## config.mk

```make
export PLATFORM = sky130hd
export DESIGN_NAME = apb_post_bridge
export DESIGN_NICKNAME = d
export VERILOG_FILES = /design/src/rtl/apb_bridge_pkg.sv /design/src/rtl/slot_map_decode.sv /design/src/rtl/slot_onehot.sv /design/src/rtl/apb_post_bridge.sv
export SDC_FILE = /design/constraint.sdc
export NUM_CORES = 1
export LEC_CHECK = 0
export ABC_AREA = 1
export ABC_CLOCK_PERIOD_IN_PS = 4900
export CORE_MARGIN = 2
export CORE_UTILIZATION = 35
export CTS_BUF_LIST = sky130_fd_sc_hd__clkbuf_4
export CTS_CLUSTER_SIZE = 20
export DETAILED_ROUTE_END_ITERATION = 16
export MAX_ROUTING_LAYER = met4
export PLACE_DENSITY = 0.68
export SYNTH_ARGS = -nofsm -noshare
export SYNTH_HDL_FRONTEND = slang
export SYNTH_SLANG_ARGS = --single-unit
```

## constraint.sdc

```tcl
create_clock -name clk -period 4.9 [get_ports clk]
set_input_delay 0.98 -clock clk [delete_from_list [all_inputs] [get_ports clk]]
set_output_delay 0.98 -clock clk [all_outputs]
set_load 0.03 [all_outputs]
```

## src/rtl/apb_bridge_pkg.sv

```systemverilog
package apb_bridge_pkg;

    localparam int BR_AW = 32;
    localparam int BR_DW = 32;
    localparam int BR_NS = 32;
    localparam int BR_SW = $clog2(BR_NS);

    typedef enum logic [2:0] {
        ST_IDLE,
        ST_SETUP,
        ST_ACCESS,
        ST_ERR1,
        ST_ERR2
    } br_state_e;

    typedef struct packed {
        br_state_e          state;
        logic [BR_AW-1:0]   addr;
        logic               write;
        logic [BR_SW-1:0]   slot;
        logic               posted;
        logic [BR_DW-1:0]   wdata;
        logic               pend;
        logic [BR_AW-1:0]   pend_addr;
        logic               pend_write;
        logic               post_err;
    } br_regs_t;

endpackage

```

## src/rtl/slot_map_decode.sv

```systemverilog
module slot_map_decode #(
    parameter int AW = 32,
    parameter int SW = 5
) (
    input  logic [AW-1:12] page,
    output logic           hit,
    output logic [SW-1:0]  idx
);
    localparam int HW = AW - 16;
    localparam logic [HW-1:0] LOW_BANK  = HW'(16'h2000);
    localparam logic [HW-1:0] HIGH_BANK = HW'(16'h2010);
    localparam logic [HW-1:0] MAC_BANK  = HW'(16'h2011);
    localparam logic [HW-1:0] IO_BANK   = HW'(16'h2012);
    localparam logic [AW-20:0] WIDE_WIN = (AW-19)'(13'h0401);

    logic [3:0] pg;
    assign pg = page[15:12];

    always_comb begin
        hit = 1'b0;
        idx = '0;
        if (page[AW-1:16] == LOW_BANK) begin
            if (pg <= 4'd7) begin
                hit = 1'b1;
                idx = SW'(pg);
            end else if (pg[3:1] == 3'b100) begin
                hit = 1'b1;
                idx = SW'(8);
            end
        end else if (page[AW-1:19] == WIDE_WIN) begin
            hit = 1'b1;
            idx = SW'(9);
        end else if (page[AW-1:16] == HIGH_BANK) begin
            if (pg <= 4'd13) begin
                hit = 1'b1;
                idx = SW'(10) + SW'(pg);
            end
        end else if (page[AW-1:16] == MAC_BANK) begin
            if (pg[3:2] == 2'b00) begin
                hit = 1'b1;
                idx = SW'(24) + SW'(pg[1]);
            end
        end else if (page[AW-1:16] == IO_BANK) begin
            if (pg <= 4'd2) begin
                hit = 1'b1;
                idx = SW'(26) + SW'(pg);
            end else if (pg >= 4'd4 && pg <= 4'd6) begin
                hit = 1'b1;
                idx = SW'(29) + SW'(pg - 4'd4);
            end
        end
    end
endmodule

```

## src/rtl/slot_onehot.sv

```systemverilog
module slot_onehot #(
    parameter int NS = 32,
    parameter int SW = 5
) (
    input  logic          en,
    input  logic [SW-1:0] idx,
    output logic [NS-1:0] sel
);
    for (genvar i = 0; i < NS; i++) begin : g_sel
        assign sel[i] = en && (idx == SW'(i));
    end
endmodule

```

## src/rtl/apb_post_bridge.sv

```systemverilog
module apb_post_bridge
    import apb_bridge_pkg::*;
#(
    parameter int AW = BR_AW,
    parameter int DW = BR_DW,
    parameter int NS = BR_NS
) (
    input  logic          clk,
    input  logic          rst_n,
    input  logic          posted_en,
    input  logic          hsel,
    input  logic [AW-1:0] haddr,
    input  logic [1:0]    htrans,
    input  logic          hwrite,
    input  logic [DW-1:0] hwdata,
    input  logic          hready_in,
    output logic          hreadyout,
    output logic          hresp,
    output logic [DW-1:0] hrdata,
    output logic [AW-1:0] paddr,
    output logic [NS-1:0] psel,
    output logic          penable,
    output logic          pwrite,
    output logic [DW-1:0] pwdata,
    input  logic [DW-1:0] prdata,
    input  logic          pready,
    input  logic          pslverr,
    output logic          post_err
);
    localparam int SW = $clog2(NS);

    br_regs_t st_q, st_d;

    logic          req;
    logic          from_pend;
    logic [AW-1:0] src_addr;
    logic          src_write;
    logic          src_hit;
    logic [SW-1:0] src_idx;
    logic          apb_busy;

    assign req       = hsel && (htrans == 2'b10 || htrans == 2'b11) && hready_in;
    assign from_pend = (st_q.state == ST_ACCESS) && st_q.pend;
    assign src_addr  = from_pend ? st_q.pend_addr  : haddr;
    assign src_write = from_pend ? st_q.pend_write : hwrite;

    slot_map_decode #(.AW(AW), .SW(SW)) u_decode (
        .page (src_addr[AW-1:12]),
        .hit  (src_hit),
        .idx  (src_idx)
    );

    assign apb_busy = (st_q.state == ST_SETUP) || (st_q.state == ST_ACCESS);

    slot_onehot #(.NS(NS), .SW(SW)) u_onehot (
        .en  (apb_busy),
        .idx (st_q.slot),
        .sel (psel)
    );

    function automatic br_regs_t launch(input br_regs_t cur, input logic [AW-1:0] a,
                                        input logic w, input logic hit,
                                        input logic [SW-1:0] idx, input logic pmode);
        br_regs_t r;
        r        = cur;
        r.addr   = a;
        r.write  = w;
        r.slot   = idx;
        r.posted = w && pmode;
        r.state  = hit ? ST_SETUP : ST_ERR1;
        return r;
    endfunction

    always_comb begin
        st_d      = st_q;
        hreadyout = 1'b1;
        hresp     = 1'b0;
        unique case (st_q.state)
            ST_IDLE: begin
                if (req) st_d = launch(st_q, src_addr, src_write, src_hit, src_idx, posted_en);
            end
            ST_SETUP: begin
                hreadyout  = st_q.posted;
                st_d.wdata = hwdata;
                st_d.state = ST_ACCESS;
                if (st_q.posted && req) begin
                    st_d.pend       = 1'b1;
                    st_d.pend_addr  = haddr;
                    st_d.pend_write = hwrite;
                end
            end
            ST_ACCESS: begin
                hreadyout = 1'b0;
                if (pready) begin
                    if (st_q.posted) begin
                        if (pslverr) st_d.post_err = 1'b1;
                        if (st_q.pend) begin
                            st_d      = launch(st_d, src_addr, src_write, src_hit, src_idx, posted_en);
                            st_d.pend = 1'b0;
                        end else begin
                            st_d.state = ST_IDLE;
                        end
                    end else if (pslverr) begin
                        hresp      = 1'b1;
                        st_d.state = ST_ERR2;
                    end else begin
                        hreadyout  = 1'b1;
                        st_d.state = ST_IDLE;
                        if (req) st_d = launch(st_q, src_addr, src_write, src_hit, src_idx, posted_en);
                    end
                end
            end
            ST_ERR1: begin
                hreadyout  = 1'b0;
                hresp      = 1'b1;
                st_d.state = ST_ERR2;
            end
            ST_ERR2: begin
                hresp      = 1'b1;
                st_d.state = ST_IDLE;
                if (req) st_d = launch(st_q, src_addr, src_write, src_hit, src_idx, posted_en);
            end
            default: st_d.state = ST_IDLE;
        endcase
    end

    always_ff @(posedge clk or negedge rst_n) begin
        if (!rst_n) begin
            st_q       <= '0;
            st_q.state <= ST_IDLE;
        end else begin
            st_q <= st_d;
        end
    end

    assign paddr    = st_q.addr;
    assign pwrite   = st_q.write;
    assign penable  = (st_q.state == ST_ACCESS);
    assign pwdata   = (st_q.state == ST_SETUP) ? hwdata : st_q.wdata;
    assign hrdata   = prdata;
    assign post_err = st_q.post_err;


    sel_onehot_chk: assert property (@(posedge clk) disable iff (!rst_n)
        $onehot0(psel));


    setup_first_chk: assert property (@(posedge clk) disable iff (!rst_n)
        $rose(penable) |-> $past(psel != '0 && !penable));


    access_stable_chk: assert property (@(posedge clk) disable iff (!rst_n)
        penable |-> ($stable(paddr) && $stable(pwrite) && $stable(pwdata) && $stable(psel)));


    err_two_cycle_chk: assert property (@(posedge clk) disable iff (!rst_n)
        (hresp && !hreadyout) |=> (hresp && hreadyout));


    unmapped_quiet_chk: assert property (@(posedge clk) disable iff (!rst_n)
        (st_q.state == ST_ERR1) |-> (psel == '0));


    post_err_sticky_chk: assert property (@(posedge clk) disable iff (!rst_n)
        post_err |=> post_err);


    pend_only_busy_chk: assert property (@(posedge clk) disable iff (!rst_n)
        st_q.pend |-> (penable && st_q.posted));
endmodule

```

==> flow_summary.toml <==
[status]
status = "complete, no violations"

[setup_path]
critPathKind = "flop to output pin"
ff2ff_setup_slack_ps = 1260
worstPathArrival_ps = 3290
endpoint_kind = "output pin"
crit_chain = "inv_2 -> nor3_4 -> buf_4 -> inv_2 -> nand2_2 -> nand2_1 -> nor2_1 -> clkdlybuf4s50_1"
required_ps = 3920
cp_slowest_stage_delay_ps = 680
cp_max_fo = 35
cp_common_cell = "inv_2"
slowest_stage = "clkdlybuf4s50_1"
cp-start-kind = "flop"

[place]
hpwlAfterDp_um = 11200
dp_slack_ps = 1150
dpl.cell_count = 1157
gp_congestion = 0.890
portBuffers = 173

[cells_and_area]
finalNonFillerCells = 1172
area_delta_synth_final_pct = 24.6
fin_util_pct = 44.6
most-common-layout-cells = "325 x nand2_1, 172 x clkdlybuf4s50_1, 109 x dfrtp_1"
n_antenna_cell = 0
drive_gt1_share_pct = 4.22
mostFrequentLayoutCell = "nand2_1"
num-nets-final = 1049

[clocking]
numCtsBuffers = 9
clkTransAtPathRegs_ps = 160
postCtsSetupBuffers = 0
cts.sinks = 109
root_buffer = "clkbuf_4"
cts.repair.resized = 0
cts_max_path_buffers = 2
tritoncts = "yes"
cts_hold_buf = 0
clkLatencyLatePin_ps = 490
h-tree-depth = 3

[drt]
drc_errors = 0
drtAntennaViolNets = 0
wl_per_cell_um = 13.6
wl_um = 16000
vias = 5534
drtIter0Drc = 363
routed_via_density = 4.72
firstDrtPassIters = 5

[power]
peakVddDrop_mv = 0.385
leakagePower_nw = 3.77
power_mw = 5.12
powerDensity_nw_per_um2 = 666

[floorplanning]
die_x_um = 137
coreArea_um2 = 17200
die_area_um2 = 18700
start_util_pct = 35.8
rows = 48
die_y_um = 137
ios = 239

[sta]
finClkSkew_ps = 14.4
setup_ws_ps = 632
finalHoldViolCount = 0
tightest_slew_ps = 1070
timing.fmax_mhz = 234
rsz0062_at_grt = "no"
maxSlewViolCount = 0
final.setup.tns_ps = 0
setup_viol = 0
maxSlewHeadroom_pct = 28.7
fin_crit_sh_pct = 87.1
period_minus_slack_ps = 4270

[synthesis]
avgSynthCellArea_um2 = 7.23
synth-seq-cells = 109
syn_inst = 853
synth_seq_area_share_pct = 44.2
yosys_warnings = 0
synth.distinct_cells = 34
syn-num-nets = 959
synth_area_um2 = 6170

[global_routing]
antenna_found_initial = 0
grtUsageTotal_pct = 17.9
grt_max_degree = 80
grt_pass1_wl_um = 25700
grt_pass1_vias = 5143
overflow = 0

[worst_hold_path]
holdCritPathClass = "flop to flop"

[run]
cap_violations = 0
[sequential cells by signal, indices dropped and copies added, names as in the netlist]
signal / count
st_q: 75
paddr: 32
pwrite: 1
post_err: 1
[worst paths after layout]
kind | from | end | cells after the start
worst max register to register | st_q[106]$_DFFE_PN0P_ | st_q[27]$_DFFE_PN0P_ | 11
min in group asynchronous | rst_n | st_q[13]$_DFFE_PN0P_ | 1
max in group asynchronous | rst_n | st_q[66]$_DFFE_PN0P_ | 2
worst min-delay path | st_q[35]$_DFFE_PN0P_ | st_q[35]$_DFFE_PN0P_ | 2
worst max-delay path | st_q[106]$_DFFE_PN0P_ | psel[3] | 8
worst min register to register | st_q[35]$_DFFE_PN0P_ | st_q[35]$_DFFE_PN0P_ | 2
[layout make-up]
class / instances / area [µm²]
Sequential cell: 109 / 2730
Fill cell: 1764 / 9550
Timing Repair Buffer: 178 / 1770
Multi-Input combinational cell: 568 / 2510
Clock inverter: 5 / 37.5
Clock buffer: 10 / 75.1
Tap cell: 225 / 282
Inverter: 77 / 289
[logic make-up after synthesis]
kind of cell | count (synthesis) | synth area share [%]
compound gates | 96 | 8.70
xor+xnor | 1 | 0.142
buf+inv | 176 | 15.3
flops | 109 | 44.2
simple gates | 471 | 31.7
[per-stage QoR]
stage | hold slack (ps) | area (µm²)
after floorplan | 437 | 6170
after global placement | 449 | 7570
after detailed placement | 454 | 7570
after CTS | 492 | 7680
after global routing | 510 | 7680
final | 487 | 7680
[per-layer routing]
metal  vias to the layer above  GRT usage [%]  wire length, µm
li1                       2814              -                -
met1                      2542           23.6             7160
met5                         -              -                0
met2                       161           27.5             7480
met4                         0           5.32              227
met3                        17           4.37             1090
[worst max-delay path, delay by kind of cell, from the launching register on]
| kind | cells | cell delay [ps] |
|---|---|---|
| simple gates | 4 | 740 |
| buf+inv | 4 | 1560 |
| flops | 1 | 480 |
[where the power goes]
part           switching (mW)  leakage, nW  internal (mW)
logic                    2.07         2.35           1.08
clock network           0.313       0.0658          0.111
registers               0.221         1.35           1.33
total                    2.60         3.77           2.52
[cell usage after synthesis]
master,number,area (µm²)
nand2_2,1,6.26
o221ai_1,1,8.76
inv_1,68,255
a31oi_1,2,12.5
o21ai_1,1,5.00
clkbuf_1,18,67.6
o21ai_2,2,17.5
xor2_1,1,8.76
and2_1,1,6.26
nand4_2,1,12.5
a41o_1,1,10.0
buf_2,11,55.1
o22ai_1,1,6.26
nand4_1,14,87.6
a21oi_1,4,20.0
nor3_1,10,50.1
o31ai_2,3,37.5
buf_4,69,518
nor2_4,1,11.3
inv_2,7,26.3
buf_6,1,11.3
nor4_4,1,21.3
o21ai_0,76,380
clkinv_1,2,7.51
nor2_1,47,176
o21a_1,1,7.51
dfrtp_1,109,2730
a22oi_1,1,7.51
o211ai_1,2,15.0
nand2_1,325,1220
nor2_2,2,12.5
a32oi_1,1,8.76
nand3_1,66,330
nor3_2,2,20.0
(Power assumes the default switching activity.)
